[config.mk]
export PLATFORM = sky130hd
export DESIGN_NAME = sync_clk_monitor
export DESIGN_NICKNAME = d
export VERILOG_FILES = /design/src/rtl/sync_clk_monitor.sv
export SDC_FILE = /design/constraint.sdc
export NUM_CORES = 1
export LEC_CHECK = 0
export ABC_AREA = 1
export BUFFER_PORTS_ARGS = -buffer_cell sky130_fd_sc_hd__buf_2
export CAP_MARGIN = 30
export CORE_ASPECT_RATIO = 0.5
export CORE_MARGIN = 3
export CORE_UTILIZATION = 55
export DETAILED_ROUTE_END_ITERATION = 7
export PLACE_DENSITY = 0.73
export REMOVE_ABC_BUFFERS = 1
export SYNTH_ARGS = -nofsm -noshare
export SYNTH_HDL_FRONTEND = slang
export SYNTH_SLANG_ARGS = --single-unit
[constraint.sdc]
create_clock -name clk -period 4.7 [get_ports clk]
set_input_delay 0.235 -clock clk [delete_from_list [all_inputs] [get_ports clk]]
set_output_delay 0.235 -clock clk [all_outputs]
set_load 0.005 [all_outputs]
[src/rtl/sync_clk_monitor.sv]
module sync_clk_monitor #(
  parameter int REF_MHZ    = 128,
  parameter int WIN_CYCLES = 2048,
  parameter int GRACE_WINS = 3
) (
  input  logic       clk,
  input  logic       rst_n,
  input  logic       ext_clk,
  input  logic [1:0] mode,
  input  logic [4:0] freq_code,
  input  logic [1:0] op_state,
  input  logic       sync_mask,
  input  logic       clr_sync,
  input  logic       clr_nosync,
  output logic       use_ext,
  output logic       sync_flag,
  output logic       nosync_flag,
  output logic       irq
);
  localparam int CW = $clog2(WIN_CYCLES);
  localparam int EW = $clog2(WIN_CYCLES) + 1;
  localparam int GW = $clog2(GRACE_WINS + 1);
  localparam int PW = 48;

  logic [2:0]    ext_sr;
  logic [CW-1:0] win_cnt;
  logic [EW-1:0] edge_cnt;
  logic [1:0]    prev_state;
  logic          disagree, disagree_nxt, valid_nxt;
  logic          pend;
  logic [GW-1:0] grace;

  wire ext_edge = ext_sr[1] & ~ext_sr[2];
  wire det_en   = (mode == 2'd1) ? (op_state != 2'd0) :
                  (mode == 2'd2) ? op_state[1] : 1'b0;
  wire win_end  = det_en && (win_cnt == CW'(WIN_CYCLES - 1));
  wire [4:0] nom = (freq_code > 5'd22) ? 5'd24 : freq_code + 5'd1;
  wire [EW-1:0] meas = edge_cnt + EW'(ext_edge);

  wire [PW-1:0] scaled = PW'(meas) * PW'(10 * REF_MHZ);
  wire [PW-1:0] lo_lim = PW'(7 * WIN_CYCLES) * PW'(nom);
  wire [PW-1:0] hi_lim = PW'(11 * WIN_CYCLES) * PW'(nom);
  wire in_rng = (meas != '0) && (scaled >= lo_lim) && (scaled <= hi_lim);

  wire to_stby = (prev_state == 2'd0) && (op_state == 2'd1);
  wire to_act  = (prev_state == 2'd1) && op_state[1];
  wire arm     = (to_stby && mode == 2'd1) || (to_act && mode == 2'd2);
  wire miss    = pend && !arm && det_en && !valid_nxt && win_end &&
                 (grace == GW'(GRACE_WINS - 1));

  always_comb begin
    valid_nxt    = use_ext;
    disagree_nxt = disagree;
    if (!det_en) begin
      valid_nxt    = 1'b0;
      disagree_nxt = 1'b0;
    end else if (win_end) begin
      if (meas == '0) begin
        valid_nxt    = 1'b0;
        disagree_nxt = 1'b0;
      end else if (in_rng != use_ext) begin
        if (disagree) begin
          valid_nxt    = in_rng;
          disagree_nxt = 1'b0;
        end else begin
          disagree_nxt = 1'b1;
        end
      end else begin
        disagree_nxt = 1'b0;
      end
    end
  end

  always_ff @(posedge clk or negedge rst_n) begin
    if (!rst_n) begin
      ext_sr     <= '0;
      win_cnt    <= '0;
      edge_cnt   <= '0;
      prev_state <= '0;
      use_ext    <= 1'b0;
      disagree   <= 1'b0;
      sync_flag  <= 1'b0;
      nosync_flag <= 1'b0;
      pend       <= 1'b0;
      grace      <= '0;
    end else begin
      ext_sr     <= {ext_sr[1:0], ext_clk};
      prev_state <= op_state;
      use_ext    <= valid_nxt;
      disagree   <= disagree_nxt;

      if (!det_en || win_end) begin
        win_cnt  <= '0;
        edge_cnt <= '0;
      end else begin
        win_cnt  <= win_cnt + 1'b1;
        edge_cnt <= meas;
      end

      if (det_en && (valid_nxt != use_ext)) sync_flag <= 1'b1;
      else if (clr_sync)                    sync_flag <= 1'b0;

      if (miss)            nosync_flag <= 1'b1;
      else if (clr_nosync) nosync_flag <= 1'b0;

      if (arm) begin
        pend  <= 1'b1;
        grace <= '0;
      end else if (pend) begin
        if (!det_en || valid_nxt || miss) pend <= 1'b0;
        else if (win_end)                 grace <= grace + 1'b1;
      end
    end
  end

  assign irq = (sync_flag && !sync_mask) || nosync_flag;
endmodule

* Yosys cells after proc, flatten, opt, wreduce, memory -nomap -nowiden
Index checks and enable logic that the tools add are counted.
Storage, ports and cells: flip-flop bits (word level) 35, bits of input ports 15, output and inout bits 4
Cells by class: $add $sub $neg 4, $mul 3, order comparisons 3, equal/unequal tests 10, multiplexer cells 26, bitwise operators 2, reductions and logical operators 32
Operators by type and width (number):
- 23-bit by 19-bit greater-or-equal comparator with 1-bit output | 1
- 23-bit by 20-bit <= comparator with 1-bit output | 1
- 1-bit 2-to-1 mux | 19
- 12-bit by 3-bit multiplier with 15-bit output (second input constant) | 1
- 1-bit logical AND | 14
- 12-bit by 1-bit adder with 12-bit output | 1
- 12-bit logical NOT | 1
- 12-bit 2-to-1 mux | 1
- 12-bit nonzero test | 1
- 11-bit by 1-bit adder with 11-bit output (second input constant) | 1
- 11-bit equality test (second input constant) | 1
- 11-bit 2-to-1 mux | 1
- 2-bit nonzero test | 5
- 4-bit by 5-bit multiplier with 9-bit output (first input constant) | 1
- 3-bit by 5-bit multiplier with 8-bit output (first input constant) | 1
- 2-bit 2-to-1 mux | 4
- 2-bit by 1-bit equality test with 1-bit output (second input constant) | 3
- 5-bit by 1-bit adder with 5-bit output (second input constant) | 1
- 5-bit > comparator (second input constant) | 1
- 1-bit logical OR | 5
- 5-bit 2-to-1 mux | 1
- 2-bit equality test (second input constant) | 2
- 1-bit logical NOT | 4
- 3-bit AND reduction | 1
- other kinds (7) | 8

* Longest topological paths before layout
depth after elaboration 20, gate-level depth with buffers 34, depth with buffers taken out 34

* Worst setup path before layout
OpenSTA, ideal clock, no wires.
kind input to register, start point input port freq_code[0], end point register grace[0], library setup time 0.118 ns, arrival time 4.035 ns, required time 4.582 ns, path slack 0.547 ns, cell stages on the path 32, path buffers 0, cells stage by stage inv_1 > ha_1 > inv_1 > nand3_1 > nand2_1 > nand2_1 > inv_1 > nor3_1 > ha_1 > fa_1 > ha_1 > nand3_1 > nand2_1 > a21oi_1 > o21a_1 > xor2_1 > ha_1 > inv_1 > nor3_1 > nand2_1 > nand2_1 > nand2_1 > nand2_1 > nand2_1 > nand2_2 > nand2_2 > nand2_4 > nand3_4 > nor2_2 > nand3_1 > nand2_1 > nor2_2
Between the ends: cells in the longest elaborated chain, start to end 18, elaborated cells on any way between the ends 23, classes of those cells add/sub (1); mul (2); order compare (3); eq/ne (2); mux (6); reduce/logical (9)
RTL lines:
- start: declaration | line 10 | input logic [4:0] freq_code,
- 5-bit by 1-bit adder with 5-bit output or 5-bit > comparator (tied branches) | line 37 | wire [4:0] nom = (freq_code > 5'd22) ? 5'd24 : freq_code + 5'd1;
- 5-bit 2-to-1 mux (*) | line 37
- 3-bit by 5-bit multiplier with 8-bit output | line 41 | wire [PW-1:0] lo_lim = PW'(7 * WIN_CYCLES) * PW'(nom);
- 23-bit by 19-bit greater-or-equal comparator with 1-bit output | line 43 | wire in_rng = (meas != '0) && (scaled >= lo_lim) && (scaled <= hi_lim);
- 1-bit logical AND | line 43
- 1-bit logical AND (*) | line 43
- 1-bit 2-to-1 mux or 1-bit inequality test (tied branches) | line 62, 61
- 1-bit 2-to-1 mux (*) | line 61 | end else if (in_rng != use_ext) begin
- 1-bit 2-to-1 mux (*) | line 58 | if (meas == '0) begin
- 1-bit 2-to-1 mux (*) | line 57 | end else if (win_end) begin
- 1-bit 2-to-1 mux (*) | line 54 | if (!det_en) begin
- 1-bit logical NOT | line 48 | wire miss = pend && !arm && det_en && !valid_nxt && win_end &&
- 1-bit logical AND (3 in a row) | line 48
- 1-bit logical OR (*) | line 110 | if (!det_en || valid_nxt || miss) pend <= 1'b0;
- 2-bit inequality test (no line) (*)
- 3-bit AND reduction (no line) (*)
- end signal: assignment | line 111 | else if (win_end) grace <= grace + 1'b1;
- end: declaration | line 31 | logic [GW-1:0] grace;
Every way passes the cells marked *; elsewhere a longest branch is shown, timed or not. A chain may end at the register's enable or synchronous reset.

* Worst setup path in the final report
start point register ext_sr[2], end point register grace[0]
Between the ends: cells in the longest elaborated chain, start to end 19, elaborated cells on any way between the ends 24, classes of those cells add/sub (1); mul (1); order compare (2); eq/ne (2); mux (5); bitwise (2); reduce/logical (11)
RTL lines:
- start: declaration | line 25 | logic [2:0] ext_sr;
- start signal: assignment | line 87 | ext_sr <= {ext_sr[1:0], ext_clk};
- 1-bit inverter (*) | line 33 | wire ext_edge = ext_sr[1] & ~ext_sr[2];
- 1-bit bitwise AND (*) | line 33
- 12-bit by 1-bit adder with 12-bit output (*) | line 38 | wire [EW-1:0] meas = edge_cnt + EW'(ext_edge);
- 12-bit by 3-bit multiplier with 15-bit output | line 40 | wire [PW-1:0] scaled = PW'(meas) * PW'(10 * REF_MHZ);
- 23-bit by 19-bit greater-or-equal comparator with 1-bit output | line 43
- 1-bit logical AND (2 in a row) | line 43
- 1-bit 2-to-1 mux or 1-bit inequality test (tied branches) | line 62, 61
- 1-bit 2-to-1 mux | line 61
- 1-bit 2-to-1 mux (*) | line 58
- 1-bit 2-to-1 mux (*) | line 57
- 1-bit 2-to-1 mux (*) | line 54
- 1-bit logical NOT | line 48
- 1-bit logical AND (3 in a row) | line 48
- 1-bit logical OR (*) | line 110
- 2-bit inequality test (no line) (*)
- 3-bit AND reduction (no line) (*)
Marks and branches as above.

==> flow_metrics.tcl <==
set metrics [dict create \
    r2r_slack_ps 330 \
    maxCapViolations 0 \
    route.met2.wl_mm 3.260 \
    synth_cell_types 37 \
    clock-sinks 35 \
    yosysSeqAreaShare_pct 24.29 \
    maxSlewHeadroom_pct 48.79 \
    crit_type "register to register" \
    p_leak_nw 2.278 \
    synthTopCellsByArea "dfrtp_1 (24%), ha_1 (20%), nand2_1 (10%)" \
    drt-vias-per-instance 5.018 \
    final_util_pct 66.57 \
    area_delta_synth_final_pct 14.57 \
    vias 3056 \
    drive_gt1_share_pct 17.66 \
    synth_warnings 0 \
    tightest_slew_ps 768.1 \
    die_h_um 63.26 \
    drt-pass1-iter-count 4 \
    dpl.cell_count 594 \
    final.period_utilization_pct 92.96 \
    drt.antenna.violating_nets 0 \
    hold_viol 0 \
    port-buffer-count 18 \
    cpPeakStageDelay_ps 360 \
    top_layer_used "met4" \
    std_cell_rows 20 \
    routed-wl-met3_um 219 \
    worstSkewPairLatency_ps 280 \
    grt_overflow 0 \
    die_w_um 120.5 \
    setup_viol_count_final 0 \
    fmax_mhz 228.9 \
    wirelength_mm 6.836 \
    wl_per_cell_um 11.22 \
    arrival_ps 4530 \
    htree_levels 2 \
    ys.flop_type "dfrtp_1" \
    crit_fanout 5 \
    yosysTopAreaCellShare_pct 24.29 \
    antenna_found_initial 0 \
    outcome "finished, final reports clean" \
    postCtsHoldBufs 0 \
    cts_tree "yes" \
    crit_required_ps 4870 \
    powerDensity_mw_per_mm2 214.9 \
    ir_drop_v 0.0002755 \
    io_pins 19 \
    slew_violations 0 \
    grt_pass1_wl_mm 12.16 \
    drtIter0Drc 113 \
    synthCells 486 \
    drc 0 \
    start_kind "register" \
    grt_max_degree 36 \
    fin_skew_ps 6.303 \
    async_flop_share_pct 100.0 \
    end_kind "register" \
    grt_pass1_vias 2905 \
    fin_crit_ps 4369 \
    cts_buffers 5 \
    dp_hpwl_mm 5.339 \
    synth_top_cell_by_area "dfrtp_1" \
    antenna_cells 0 \
    cpMostUsedCell "nand2_1" \
    clock_tree.buffer_depth 2 \
    grt_usage_pct 19.06 \
    synth_edf_count 0 \
    fin_area_sq_mm 0.004131 \
    synth_area_per_cell_sq_um 7.420 \
    ys_ff_latch 35 \
    gp_congestion 0.8722 \
    wl_met1_mm 3.259 \
    cp_slowest_cell "dfrtp_1" \
    hold_class "input pin to asynchronous set/reset pin" \
    coreArea_sq_mm 0.006206 \
    layout.cells.non_filler 609 \
    dpl_cell_area_sq_mm 0.003829 \
    start_util_pct 58.10 \
    nets 599 \
    die_area_sq_mm 0.007623 \
    clockRootBuffer "clkbuf_16" \
    clk_pin_slew_ps 50 \
    synth_area_sq_mm 0.003606 \
]
[power breakdown]
| group | internal [W] | total (W) | leakage, nW | switching [W] |
|---|---|---|---|---|
| Combinational | 0.000111 | 0.000270 | 1.73 | 0.000158 |
| Sequential | 0.000306 | 0.000308 | 0.476 | 0.00000213 |
| Clock | 0.000195 | 0.000310 | 0.0679 | 0.000114 |
[stage by stage]
step / setup TNS [ps] / hold slack, ps / setup slack, ps / total power, W
final: 0 / 34.71 / 330.8 / 0.0008876
after global routing: -60.82 / 55.80 / -31.80 / 0.0009588
after CTS: 0 / 58.34 / 39.45 / 0.0008924
after detailed placement: 0 / 337.3 / 25.67 / 0.0005777
after global placement: 0 / 331.7 / 56.07 / 0.0005742
after floorplan: 0 / -60.59 / 547.4 / 0.0005127
[cell usage in the layout, fill, tap and decap left out, types with 4 or more instances in the layout]
| cell | count |
|---|---|
| nand2_1 | 99 |
| inv_1 | 84 |
| ha_1 | 51 |
| nor2_1 | 50 |
| dfrtp_1 | 35 |
| a21oi_1 | 22 |
| nand3_1 | 21 |
| buf_2 | 18 |
| nand2_2 | 11 |
| buf_4 | 11 |
| xor2_1 | 10 |
| o21ai_0 | 9 |
| nand4_1 | 9 |
| inv_2 | 7 |
| xnor2_1 | 7 |
| nor2_4 | 6 |
| nor2_2 | 6 |
| fa_1 | 6 |
| nor3_1 | 5 |
| ha_4 | 5 |
| clkbuf_16 | 5 |
| nand3_2 | 4 |
| nor3_2 | 4 |
[worst max-delay path: cells and delay by family (launching register included)]
kind,cells,cell delay (ps)
simple gates,18,1540
xor+xnor,1,280
compound gates,4,730
buf+inv,2,180
flops,1,360
fa+ha+maj,4,1160
[final cells by class]
| class | instances | area, sq um |
|---|---|---|
| clock inverter | 1 | 5.005 |
| clock buffer | 7 | 132.6 |
| sequential | 35 | 875.8 |
| multi-input combinational | 357 | 2489 |
| inverter | 92 | 346.6 |
| fill | 556 | 2074 |
| timing repair buffer | 29 | 172.7 |
| tap | 88 | 110.1 |
[layer usage]
metal / global-route usage, % / vias up
li1: - / 1625
met1: 24.61 / 1371
met2: 33.08 / 48
met3: 3.408 / 12
met4: 5.085 / 0
met5: 0 / -
[final timing paths]
| check | start | to | depth (start not counted) |
|---|---|---|---|
| setup reg to reg | ext_sr[2] | grace[0] | 29 |
| setup / recovery | ext_sr[2] | grace[0] | 29 |
| max in group asynchronous | rst_n | win_cnt[6] | 1 |
| hold reg to reg | ext_sr[0] | ext_sr[1] | 0 |
| min in group clk | ext_clk | ext_sr[0] | 1 |
| hold / removal | rst_n | prev_state[1] | 1 |
[timing repair]
item | CTS | global route
endpoints found under the setup margin | 2 | 7
buffers inserted | 0 | 7
resized for setup | 1 | 19
pin swaps | 0 | 8
[cells by family (layout without fill, tap and decap cells)]
| logic type | count (synthesis) | count (layout) | share of synthesized area (%) |
|---|---|---|---|
| simple gates | 225 | 225 | 29.67 |
| buf+inv | 94 | 129 | 9.820 |
| fa+ha+maj | 64 | 64 | 23.66 |
| compound gates | 50 | 50 | 8.189 |
| flops | 35 | 35 | 24.29 |
| xor+xnor | 18 | 18 | 4.372 |
[cell usage after synthesis (3+ instances only)]
library cell / n
nand3b_1: 3
fa_1: 7
nand4_1: 9
a31oi_1: 3
nand2_1: 99
nor2_4: 6
o21bai_1: 3
ha_1: 57
nand3_1: 22
nand2_2: 12
inv_1: 86
dfrtp_1: 35
nand3_2: 3
nor2_2: 5
xnor2_1: 7
nor3_1: 7
xor2_1: 11
inv_2: 5
a21oi_1: 23
nor2_1: 51
o21ai_0: 9
[state kept, by name, summed over array words and instances, names as in the netlist]
| register | flops |
|---|---|
| grace | 2 |
| pend | 1 |
| use_ext | 1 |
| prev_state | 2 |
| sync_flag | 1 |
| edge_cnt | 12 |
| win_cnt | 11 |
| disagree | 1 |
| ext_sr | 3 |
| nosync_flag | 1 |
(Power assumes the default switching activity.)
